==> src/rtl/sfs_pkg.sv <==
package sfs_pkg;

  localparam int unsigned QWORD_BYTES = 8;

  typedef enum logic [3:0] {
    ST_IDLE,
    ST_PUSH_OLD,
    ST_COPY_RD,
    ST_COPY_WR,
    ST_PUSH_NEW,
    ST_PROBE_RD,
    ST_PROBE_WR,
    ST_EXIT_RD
  } seq_state_t;

  typedef enum logic [1:0] {
    PH_IDLE,
    PH_REQ,
    PH_RSP
  } port_phase_t;

endpackage

==> src/rtl/sfs_memport.sv <==
module sfs_memport #(
  parameter int unsigned XLEN = 64
) (
  input  logic            clk,
  input  logic            rst_n,
  input  logic            go,
  input  logic            go_we,
  input  logic            go_lock,
  input  logic [XLEN-1:0] go_addr,
  input  logic [XLEN-1:0] go_wdata,
  output logic            fin,
  output logic            fin_err,
  output logic [XLEN-1:0] fin_data,
  output logic            mem_req_valid,
  input  logic            mem_req_ready,
  output logic            mem_req_we,
  output logic            mem_req_lock,
  output logic [XLEN-1:0] mem_req_addr,
  output logic [XLEN-1:0] mem_req_wdata,
  input  logic            mem_rsp_valid,
  input  logic            mem_rsp_err,
  input  logic [XLEN-1:0] mem_rsp_data
);
  import sfs_pkg::*;

  port_phase_t phase;

  always_ff @(posedge clk) begin
    if (!rst_n) begin
      phase         <= PH_IDLE;
      mem_req_valid <= 1'b0;
      mem_req_we    <= 1'b0;
      mem_req_lock  <= 1'b0;
      mem_req_addr  <= '0;
      mem_req_wdata <= '0;
    end else begin
      unique case (phase)
        PH_IDLE: if (go) begin
          phase         <= PH_REQ;
          mem_req_valid <= 1'b1;
          mem_req_we    <= go_we;
          mem_req_lock  <= go_lock;
          mem_req_addr  <= go_addr;
          mem_req_wdata <= go_wdata;
        end
        PH_REQ: if (mem_req_ready) begin
          phase         <= PH_RSP;
          mem_req_valid <= 1'b0;
        end
        PH_RSP: if (mem_rsp_valid) begin
          phase <= PH_IDLE;
        end
        default: phase <= PH_IDLE;
      endcase
    end
  end

  assign fin      = (phase == PH_RSP) && mem_rsp_valid;
  assign fin_err  = mem_rsp_err;
  assign fin_data = mem_rsp_data;

  a_r11_req_hold: assert property (@(posedge clk) disable iff (!rst_n)
    (mem_req_valid && !mem_req_ready) |=>
      (mem_req_valid && $stable(mem_req_addr) && $stable(mem_req_we) && $stable(mem_req_wdata)));

  a_r11_go_when_free: assert property (@(posedge clk) disable iff (!rst_n)
    go |-> (phase == PH_IDLE));

  a_r11_no_req_waiting: assert property (@(posedge clk) disable iff (!rst_n)
    (phase == PH_RSP) |-> !mem_req_valid);

endmodule

==> src/rtl/sfs_ctl.sv <==
module sfs_ctl #(
  parameter int unsigned XLEN   = 64,
  parameter int unsigned SIZE_W = 16,
  parameter int unsigned LVL_W  = 8,
  parameter int unsigned DEPTH_W = 5
) (
  input  logic              clk,
  input  logic              rst_n,
  input  logic              cmd_valid,
  output logic              cmd_ready,
  input  logic              cmd_exit,
  input  logic [SIZE_W-1:0] cmd_size,
  input  logic [LVL_W-1:0]  cmd_level,
  input  logic [XLEN-1:0]   sp_in,
  input  logic [XLEN-1:0]   fp_in,
  output logic              busy,
  output logic              done,
  output logic              fault,
  output logic [XLEN-1:0]   res_sp,
  output logic [XLEN-1:0]   res_fp,
  output logic              go,
  output logic              go_we,
  output logic              go_lock,
  output logic [XLEN-1:0]   go_addr,
  output logic [XLEN-1:0]   go_wdata,
  input  logic              fin,
  input  logic              fin_err,
  input  logic [XLEN-1:0]   fin_data
);
  import sfs_pkg::*;

  localparam logic [XLEN-1:0] STEP = XLEN'(QWORD_BYTES);

  seq_state_t         state;
  logic [XLEN-1:0]    tsp, tfp, nfp, hold;
  logic [SIZE_W-1:0]  size_q;
  logic [DEPTH_W-1:0] cnt;
  logic               live;
  logic               access_state;
  logic [XLEN-1:0]    size_ext, probe_addr;

  assign size_ext   = {{(XLEN-SIZE_W){1'b0}}, size_q};
  assign probe_addr = tsp - size_ext;
  assign cmd_ready  = (state == ST_IDLE);
  assign busy       = (state != ST_IDLE);
  assign access_state = busy;
  assign go         = access_state && !live;

  always_comb begin
    go_we    = 1'b0;
    go_lock  = 1'b0;
    go_addr  = '0;
    go_wdata = '0;
    unique case (state)
      ST_PUSH_OLD: begin go_we = 1'b1; go_addr = tsp - STEP; go_wdata = tfp;  end
      ST_COPY_RD:  begin               go_addr = tfp - STEP;                  end
      ST_COPY_WR:  begin go_we = 1'b1; go_addr = tsp - STEP; go_wdata = hold; end
      ST_PUSH_NEW: begin go_we = 1'b1; go_addr = tsp - STEP; go_wdata = nfp;  end
      ST_PROBE_RD: begin go_lock = 1'b1; go_addr = probe_addr;                end
      ST_PROBE_WR: begin go_lock = 1'b1; go_we = 1'b1; go_addr = probe_addr; go_wdata = hold; end
      ST_EXIT_RD:  begin               go_addr = tfp;                         end
      default: ;
    endcase
  end

  always_ff @(posedge clk) begin
    if (!rst_n) begin
      state  <= ST_IDLE;
      tsp    <= '0;
      tfp    <= '0;
      nfp    <= '0;
      hold   <= '0;
      size_q <= '0;
      cnt    <= '0;
      live   <= 1'b0;
      done   <= 1'b0;
      fault  <= 1'b0;
      res_sp <= '0;
      res_fp <= '0;
    end else begin
      done  <= 1'b0;
      fault <= 1'b0;
      if (go) live <= 1'b1;
      if (state == ST_IDLE) begin
        if (cmd_valid) begin
          tsp    <= sp_in;
          tfp    <= fp_in;
          size_q <= cmd_size;
          cnt    <= cmd_level[DEPTH_W-1:0];
          state  <= cmd_exit ? ST_EXIT_RD : ST_PUSH_OLD;
        end
      end else if (fin) begin
        live <= 1'b0;
        if (fin_err) begin
          state <= ST_IDLE;
          fault <= 1'b1;
        end else begin
          unique case (state)
            ST_PUSH_OLD: begin
              tsp <= tsp - STEP;
              nfp <= tsp - STEP;
              if (cnt == '0)      state <= ST_PROBE_RD;
              else if (cnt == 1)  state <= ST_PUSH_NEW;
              else begin
                cnt   <= cnt - 1'b1;
                state <= ST_COPY_RD;
              end
            end
            ST_COPY_RD: begin
              tfp   <= tfp - STEP;
              hold  <= fin_data;
              state <= ST_COPY_WR;
            end
            ST_COPY_WR: begin
              tsp <= tsp - STEP;
              if (cnt == 1) state <= ST_PUSH_NEW;
              else begin
                cnt   <= cnt - 1'b1;
                state <= ST_COPY_RD;
              end
            end
            ST_PUSH_NEW: begin
              tsp   <= tsp - STEP;
              state <= ST_PROBE_RD;
            end
            ST_PROBE_RD: begin
              hold  <= fin_data;
              state <= ST_PROBE_WR;
            end
            ST_PROBE_WR: begin
              res_sp <= probe_addr;
              res_fp <= nfp;
              done   <= 1'b1;
              state  <= ST_IDLE;
            end
            ST_EXIT_RD: begin
              res_sp <= tfp + STEP;
              res_fp <= fin_data;
              done   <= 1'b1;
              state  <= ST_IDLE;
            end
            default: state <= ST_IDLE;
          endcase
        end
      end
    end
  end

  a_r12_accept_busy: assert property (@(posedge clk) disable iff (!rst_n)
    (cmd_valid && cmd_ready) |=> busy);

  a_r9_pulse_excl: assert property (@(posedge clk) disable iff (!rst_n)
    !(done && fault));

  a_r9_res_hold: assert property (@(posedge clk) disable iff (!rst_n)
    !done |-> ($stable(res_sp) && $stable(res_fp)));

  a_r10_fault_idle: assert property (@(posedge clk) disable iff (!rst_n)
    fault |-> (!busy && !live));

  a_r4_copy_count: assert property (@(posedge clk) disable iff (!rst_n)
    ((state == ST_COPY_RD) || (state == ST_COPY_WR)) |-> (cnt != '0));

endmodule

==> src/rtl/stack_frame_seq.sv <==
module stack_frame_seq #(
  parameter int unsigned XLEN    = 64,
  parameter int unsigned SIZE_W  = 16,
  parameter int unsigned LVL_W   = 8,
  parameter int unsigned DEPTH_W = 5
) (
  input  logic              clk,
  input  logic              rst_n,
  input  logic              cmd_valid,
  output logic              cmd_ready,
  input  logic              cmd_exit,
  input  logic [SIZE_W-1:0] cmd_size,
  input  logic [LVL_W-1:0]  cmd_level,
  input  logic [XLEN-1:0]   sp_in,
  input  logic [XLEN-1:0]   fp_in,
  output logic              busy,
  output logic              done,
  output logic              fault,
  output logic [XLEN-1:0]   res_sp,
  output logic [XLEN-1:0]   res_fp,
  output logic              mem_req_valid,
  input  logic              mem_req_ready,
  output logic              mem_req_we,
  output logic              mem_req_lock,
  output logic [XLEN-1:0]   mem_req_addr,
  output logic [XLEN-1:0]   mem_req_wdata,
  input  logic              mem_rsp_valid,
  input  logic              mem_rsp_err,
  input  logic [XLEN-1:0]   mem_rsp_data
);

  logic            go, go_we, go_lock, fin, fin_err;
  logic [XLEN-1:0] go_addr, go_wdata, fin_data;

  sfs_ctl #(
    .XLEN(XLEN), .SIZE_W(SIZE_W), .LVL_W(LVL_W), .DEPTH_W(DEPTH_W)
  ) u_ctl (
    .clk(clk), .rst_n(rst_n),
    .cmd_valid(cmd_valid), .cmd_ready(cmd_ready), .cmd_exit(cmd_exit),
    .cmd_size(cmd_size), .cmd_level(cmd_level),
    .sp_in(sp_in), .fp_in(fp_in),
    .busy(busy), .done(done), .fault(fault),
    .res_sp(res_sp), .res_fp(res_fp),
    .go(go), .go_we(go_we), .go_lock(go_lock),
    .go_addr(go_addr), .go_wdata(go_wdata),
    .fin(fin), .fin_err(fin_err), .fin_data(fin_data)
  );

  sfs_memport #(.XLEN(XLEN)) u_port (
    .clk(clk), .rst_n(rst_n),
    .go(go), .go_we(go_we), .go_lock(go_lock),
    .go_addr(go_addr), .go_wdata(go_wdata),
    .fin(fin), .fin_err(fin_err), .fin_data(fin_data),
    .mem_req_valid(mem_req_valid), .mem_req_ready(mem_req_ready),
    .mem_req_we(mem_req_we), .mem_req_lock(mem_req_lock),
    .mem_req_addr(mem_req_addr), .mem_req_wdata(mem_req_wdata),
    .mem_rsp_valid(mem_rsp_valid), .mem_rsp_err(mem_rsp_err),
    .mem_rsp_data(mem_rsp_data)
  );

  a_r1_reset_quiet: assert property (@(posedge clk)
    !rst_n |=> (!busy && !done && !fault && !mem_req_valid));

endmodule

==> config.mk <==
export PLATFORM = sky130hd
export DESIGN_NAME = stack_frame_seq
export DESIGN_NICKNAME = d
export VERILOG_FILES = /design/src/rtl/sfs_pkg.sv /design/src/rtl/sfs_memport.sv /design/src/rtl/sfs_ctl.sv /design/src/rtl/stack_frame_seq.sv
export SDC_FILE = /design/constraint.sdc
export NUM_CORES = 2
export LEC_CHECK = 0
export BUFFER_PORTS_ARGS = -buffer_cell sky130_fd_sc_hd__buf_2
export CAP_MARGIN = 15
export CORE_ASPECT_RATIO = 2
export CORE_MARGIN = 1
export CORE_UTILIZATION = 50
export CTS_CLUSTER_SIZE = 14
export DETAILED_ROUTE_END_ITERATION = 10
export PLACE_DENSITY = 0.72
export SYNTH_ARGS = -nofsm -noshare
export SYNTH_HDL_FRONTEND = slang
export SYNTH_SLANG_ARGS = --single-unit
==> constraint.sdc <==
create_clock -name clk -period 4.45 [get_ports clk]
set_input_delay 0.2225 -clock clk [delete_from_list [all_inputs] [get_ports clk]]
set_output_delay 0.2225 -clock clk [all_outputs]
set_load 0.02 [all_outputs]
---- Yosys cells after proc, flatten, opt, wreduce, memory -nomap -nowiden ----
Index checks and enable logic that the tools add are counted.
word-level totals
  flip-flop bits (word level) ............. 545
  output and inout bits ................... 263
  word-level logic and storage cells ...... 118
cells by class
  $add $sub $neg .......................... 5
  equal/unequal tests ..................... 16
  mux-type cells .......................... 43
  bitwise logic cells ..................... 4
  reduce and logical (&&, ||, !) cells .... 32
operator list
  kind                     count
  $mux W64                 10
  $pmux W64 S2             2
  $pmux W64 S4             1
  $pmux W64 S3             1
  $sub A64 B4 Y64 const B  2
  $add A64 B4 Y64 const B  1
  $sub A64 B16 Y64         1
  $mux W5                  6
  $mux W4                  5
  $pmux W4 S5              1
  $reduce_and A4 Y1        5
  $eq A4 B3 Y1 const B     4
  $ne A2 B2 Y1 const B     5
  $pmux W5 S2              1
  $reduce_bool A2 Y1       5
  $mux W1                  9
  $eq A4 B2 Y1 const B     2
  $reduce_or A2 Y1         4
  $reduce_or A4 Y1         2
  $mux W2                  3
  $mux W3                  2
  $pmux W2 S3              1
  $reduce_and A2 Y1        3
  $reduce_and A3 Y1        2
  17 further kinds         22

---- Logic depth before layout (Yosys ltp) ----
  depth in word-level cells ............... 7
  gate-level depth with buffers ........... 12
  depth with buffers taken out ............ 11

---- Hierarchy ----
A second synthesis with hierarchy kept.
second synthesis, totals
  cells, all modules ...................... 4417
  area, all modules ....................... 33144.3 µm²
by module, submodules not included
  module       instances  cells an instance  area an instance (µm²)  seq. area each (µm²)
  sfs_ctl      1          3772               27244.9                 8227.9
  sfs_memport  1          645                5899.4                  2662.6

---- Worst setup path after synthesis ----
OpenSTA, ideal clock, no wires.
  path type ............................... reg-to-reg
  start ................................... reg u_ctl.tsp[8]
  end ..................................... reg u_port.mem_req_addr[46]
  arrival time ............................ 2997 ps
  slack ................................... 1333 ps
  cell stages (with the launch flop) ...... 11
  buffers on the path ..................... 2
  cell sequence ........................... dfxtp_1 > buf_6 > or4_4 > buf_6 > nor4_2 > nand2_2 > nor3_1 > xor2_1 > a2111oi_0 > nor3_1 > o31a_1
on the way
  cells in the longest elaborated chain, start to end .. 2
  elaborated cells on any way between the ends .. 3
  those cells by class .................... add/sub (2); mux (1)
ends and longest elaborated chain
  what                                                        RTL line           source
  start: declaration                                          sfs_ctl.sv:35      logic [XLEN-1:0] tsp, tfp, nfp, hold;
  start signal: assignment                                    sfs_ctl.sv:86      tsp <= sp_in;
  start signal: assignment                                    sfs_ctl.sv:100     tsp <= tsp - STEP;
  start signal: assignment                                    sfs_ctl.sv:115     tsp <= tsp - STEP;
  $sub A64 B16 Y64 / $sub A64 B4 Y64 (equally long branches)  n/a
  $pmux W64 S4 (*)                                            sfs_ctl.sv:54      unique case (state)
  end signal: assignment                                      sfs_memport.sv:43  mem_req_addr <= go_addr;
  end: declaration                                            sfs_memport.sv:18  output logic [XLEN-1:0] mem_req_addr,
Every way passes the cells marked *; elsewhere a longest branch is shown, timed or not.
A chain may end at the register's enable or synchronous reset.

---- Worst setup path in the final report ----
  start ................................... reg u_ctl.tsp[3]
  end ..................................... reg u_port.mem_req_addr[63]
The elaborated chain is that of the path after synthesis.

==> results.md <==
* Final setup margin at 0.514 ns
* Synth Area in Compound Gates at 25.0%
* Die area at 62,300 um^2
* Routed via count at 34,300
* Hold_ws at 0.00183 ns
* Vias in the first global route at 31,500
* First-pass GRT wire length at 202 mm
* Ys async rst share at 0%
* Avg Inst Size Synth at 7.43 um^2
* Htree depth at 2
* Syn Std Cell Area at 30,600 um^2
* WS Path Type: reg -> reg
* Max-cap viol count at 0
* Crit path launch type: flop
* Pre-CTS WS at 0.615 ns
* Yosys reg bits at 544
* Highest metal used: met5
* Core area at 60,700 um^2
* DR DRC count at 0
* Post-Route Skew at 0.0160 ns
* Simple-gate area share of the yosys netlist at 23.4%
* Total GRT Usage at 43.3%
* Initial antenna violation count at 9
* Die width at 177 um
* Power per cell area at 545 nW/um^2
* RSZ-0062 raised after global routing: no
* DP Cell Count at 5,107
* Cells after Synth at 4,124
* Hold Violations, Final at 0
* Worst VDD drop at 0.424 mV
* Routed length per instance at 26.2 um
* Leak Pwr at 13.8 nW
* 1st-iter DRT viols at 4,358
* Yosys warning count at 0
* CTS Buffer Depth at 3
* R2R Setup Slk at 0.51 ns
* Post-synthesis sequential area ratio at 35.6%
* Post-Syn Nets at 4,373
* Pre-antenna DRT Iters at 6
* Multiplexer share of the synthesized area at 3.53%
* P&R area growth vs syn at 20.2%
* Cts hold-fix bufs at 143
* FP Rows at 128
* Post_cts resized at 0
* Synth Area in Adders at 1.09%
* CTS tree: yes
* Slew HR at 22.9%
* Critical Path End Type: flop
* Fmax at 254 MHz
* Setup violations, final at 0
* Post-CTS Setup Inserts at 0
* Gpl congestion at 1.05
* Prevailing post-synth register cell: dfxtp_1
* Metal3 WL at 13.2 mm
* Chip height at 352 um
* Crit path arrival time at 4.48 ns
* Crit path time final at 3.94 ns
* Vias per cell at 6.41
* Largest net degree at the start of global routing at 192
* WL met1 at 53.1 mm
* Main combinational cell family by area after synthesis: compound AO/OA/AOI/OAI gates
* Non-filler cells, final at 5,341
* Drt total wl at 140 mm
* Unique masters post-synth at 83
* Post-synth EDFFs at 0
* Hpwl dp at 101 mm
* Clk root buf: clkbuf_16
* Initial Util at 50.5%
* Worst Hold Class: in -> reg
* Outcome: finished clean
* Xor and xnor fraction of the mapped netlist area at 5.58%
* Crit share post-route at 88.5%
* CP Max Fanout at 9
* Fraction of layout cells with a size suffix above 1 at 16.6%
* Port Buf Inserts at 482
* I/O pins at 486
* Final slew viol count at 0
* Final core occ at 60.6%
* TNS Setup at 0 ns
* Fill cell count at 5,714
* Slew of the pin with the lowest slew margin at 1.15 ns
* ANT nets after route at 0
* Worst-skew pair later-pin latency at 0.62 ns
* Final #Nets at 4,771
* Worst-path clk slew at 0.07 ns
* Gr ovfl total at 0
* CTS buffer count at 50
* Critical Path RT at 4.99 ns
* Met2 Wirelength at 62.8 mm
* TritonCTS Sinks at 544
-- cell type report --
cell class	instances	area, um^2	share of cell area (%)
tap	780	976	2.65
timing repair buffer	759	4940	13.4
inverter	52	210	0.571
sequential	544	10900	29.6
antenna	6	15.0	0.0408
clock buffer	71	1390	3.78
clock inverter	14	302	0.819
multi-input combinational	3115	18100	49.1
-- kinds of logic (layout without fill, tap and decap cells) --
logic type,after synthesis,in the layout
AND/OR/NAND/NOR,1602,1602
XOR/XNOR,195,195
flip-flops,544,544
buffers and inverters,465,896
adder cells (fa/ha/maj),26,26
AO/OA/AOI/OAI,1184,1184
multiplexers,108,108
other,0,6
-- worst max-delay path, stage by stage (launching register included) --
cell and delay [ns]:
dfxtp_1 0.31, inv_1 0.15, ha_1 0.28, or4b_2 0.77, or4_1 0.70, nor2_1 0.51
nand2_1 0.32, nor2_2 0.28, xnor2_1 0.12, o221a_1 0.26, a31oi_1 0.16
-- path summary, 6_finish.rpt --
check / cells past startpoint / to / from
hold / removal: 4 / u_ctl.cnt[1]$_SDFFE_PN0P_ / cmd_level[1]
setup reg to reg: 10 / u_port.mem_req_addr[63]$_SDFFE_PN0P_ / u_ctl.tsp[3]$_SDFFE_PN0P_
setup / recovery: 10 / u_port.mem_req_addr[63]$_SDFFE_PN0P_ / u_ctl.tsp[3]$_SDFFE_PN0P_
hold reg to reg: 2 / u_ctl.res_sp[20]$_SDFFE_PN0P_ / u_ctl.res_sp[20]$_SDFFE_PN0P_
-- layer usage --
layer	track usage, %	vias up
met2	67.2	2186
met1	55.1	16100
met4	30.2	6
met5	0	-
li1	-	15500
met3	5.73	435
-- where the power goes --
| part | switching (W) | internal [W] | total (W) |
|---|---|---|---|
| clock network | 0.00204 | 0.00264 | 0.00469 |
| registers | 0.000718 | 0.00528 | 0.00600 |
| logic | 0.00641 | 0.00296 | 0.00937 |
-- flip-flops by register name (all words and copies together), names as in the netlist, 64 cells and up, named ones only --
name	count
u_ctl.hold	64
u_ctl.nfp	64
u_ctl.res_fp	64
u_ctl.res_sp	64
u_ctl.tfp	64
u_ctl.tsp	64
u_port.mem_req_addr	64
u_port.mem_req_wdata	64
-- per-stage QoR --
| step | instance area (um^2) | total power (W) |
|---|---|---|
| finish | 36800 | 0.0201 |
| global placement | 33700 | 0.0149 |
| detailed placement | 33700 | 0.0150 |
| floorplan | 30600 | 0.0114 |
| CTS | 36800 | 0.0197 |
| global route | 36800 | 0.0207 |
-- cells in the mapped netlist (8+ instances only) --
library cell | count | share of area (%)
nor2_1 | 571 | 7.0
nand2_1 | 549 | 6.7
dfxtp_1 | 544 | 36
clkbuf_1 | 374 | 4.6
a21oi_1 | 339 | 5.5
o21ai_0 | 234 | 3.8
a22oi_1 | 145 | 3.6
xnor2_1 | 127 | 3.6
nor3_1 | 113 | 1.8
mux2i_1 | 107 | 3.5
o22ai_1 | 85 | 1.7
a211oi_1 | 75 | 1.8
nand3_1 | 71 | 1.2
a311oi_1 | 68 | 1.9
xor2_1 | 68 | 1.9
nor4_1 | 64 | 1.3
inv_1 | 49 | 0.60
or3_1 | 44 | 0.90
or4_1 | 36 | 0.88
nand4_1 | 34 | 0.69
o211ai_1 | 34 | 0.83
o31ai_1 | 27 | 0.66
o221ai_1 | 26 | 0.74
ha_1 | 25 | 1.0
and2_1 | 23 | 0.47
buf_1 | 21 | 0.26
a21o_1 | 20 | 0.49
and3_1 | 19 | 0.39
o221a_2 | 19 | 0.70
nand2b_1 | 13 | 0.27
a22o_1 | 12 | 0.34
a2bb2oi_1 | 12 | 0.34
buf_2 | 12 | 0.20
or2_2 | 11 | 0.22
a31oi_1 | 10 | 0.20
o211a_1 | 10 | 0.33
a221oi_1 | 9 | 0.26
nand4b_1 | 8 | 0.23
nor2b_1 | 8 | 0.16
o21a_1 | 8 | 0.20
-- cells in the final DEF, fill, tap and decap left out, types with 35 or more instances in the layout --
cell,synthesis,routed
or4_1,36,35
dfxtp_1,544,543
buf_4,1,128
o21ai_0,234,233
or3_1,44,43
mux2i_1,107,107
inv_1,49,49
dlygate4sd3_1,0,143
nand3_1,71,71
a211oi_1,75,75
a21oi_1,339,336
nand2_1,549,545
a311oi_1,68,68
nor3_1,113,112
a22oi_1,145,145
xor2_1,68,68
xnor2_1,127,127
buf_2,12,481
clkbuf_16,0,51
nor2_1,571,570
o22ai_1,85,84
nor4_1,64,62
No activity file was read; power rests on OpenSTA's default activity.
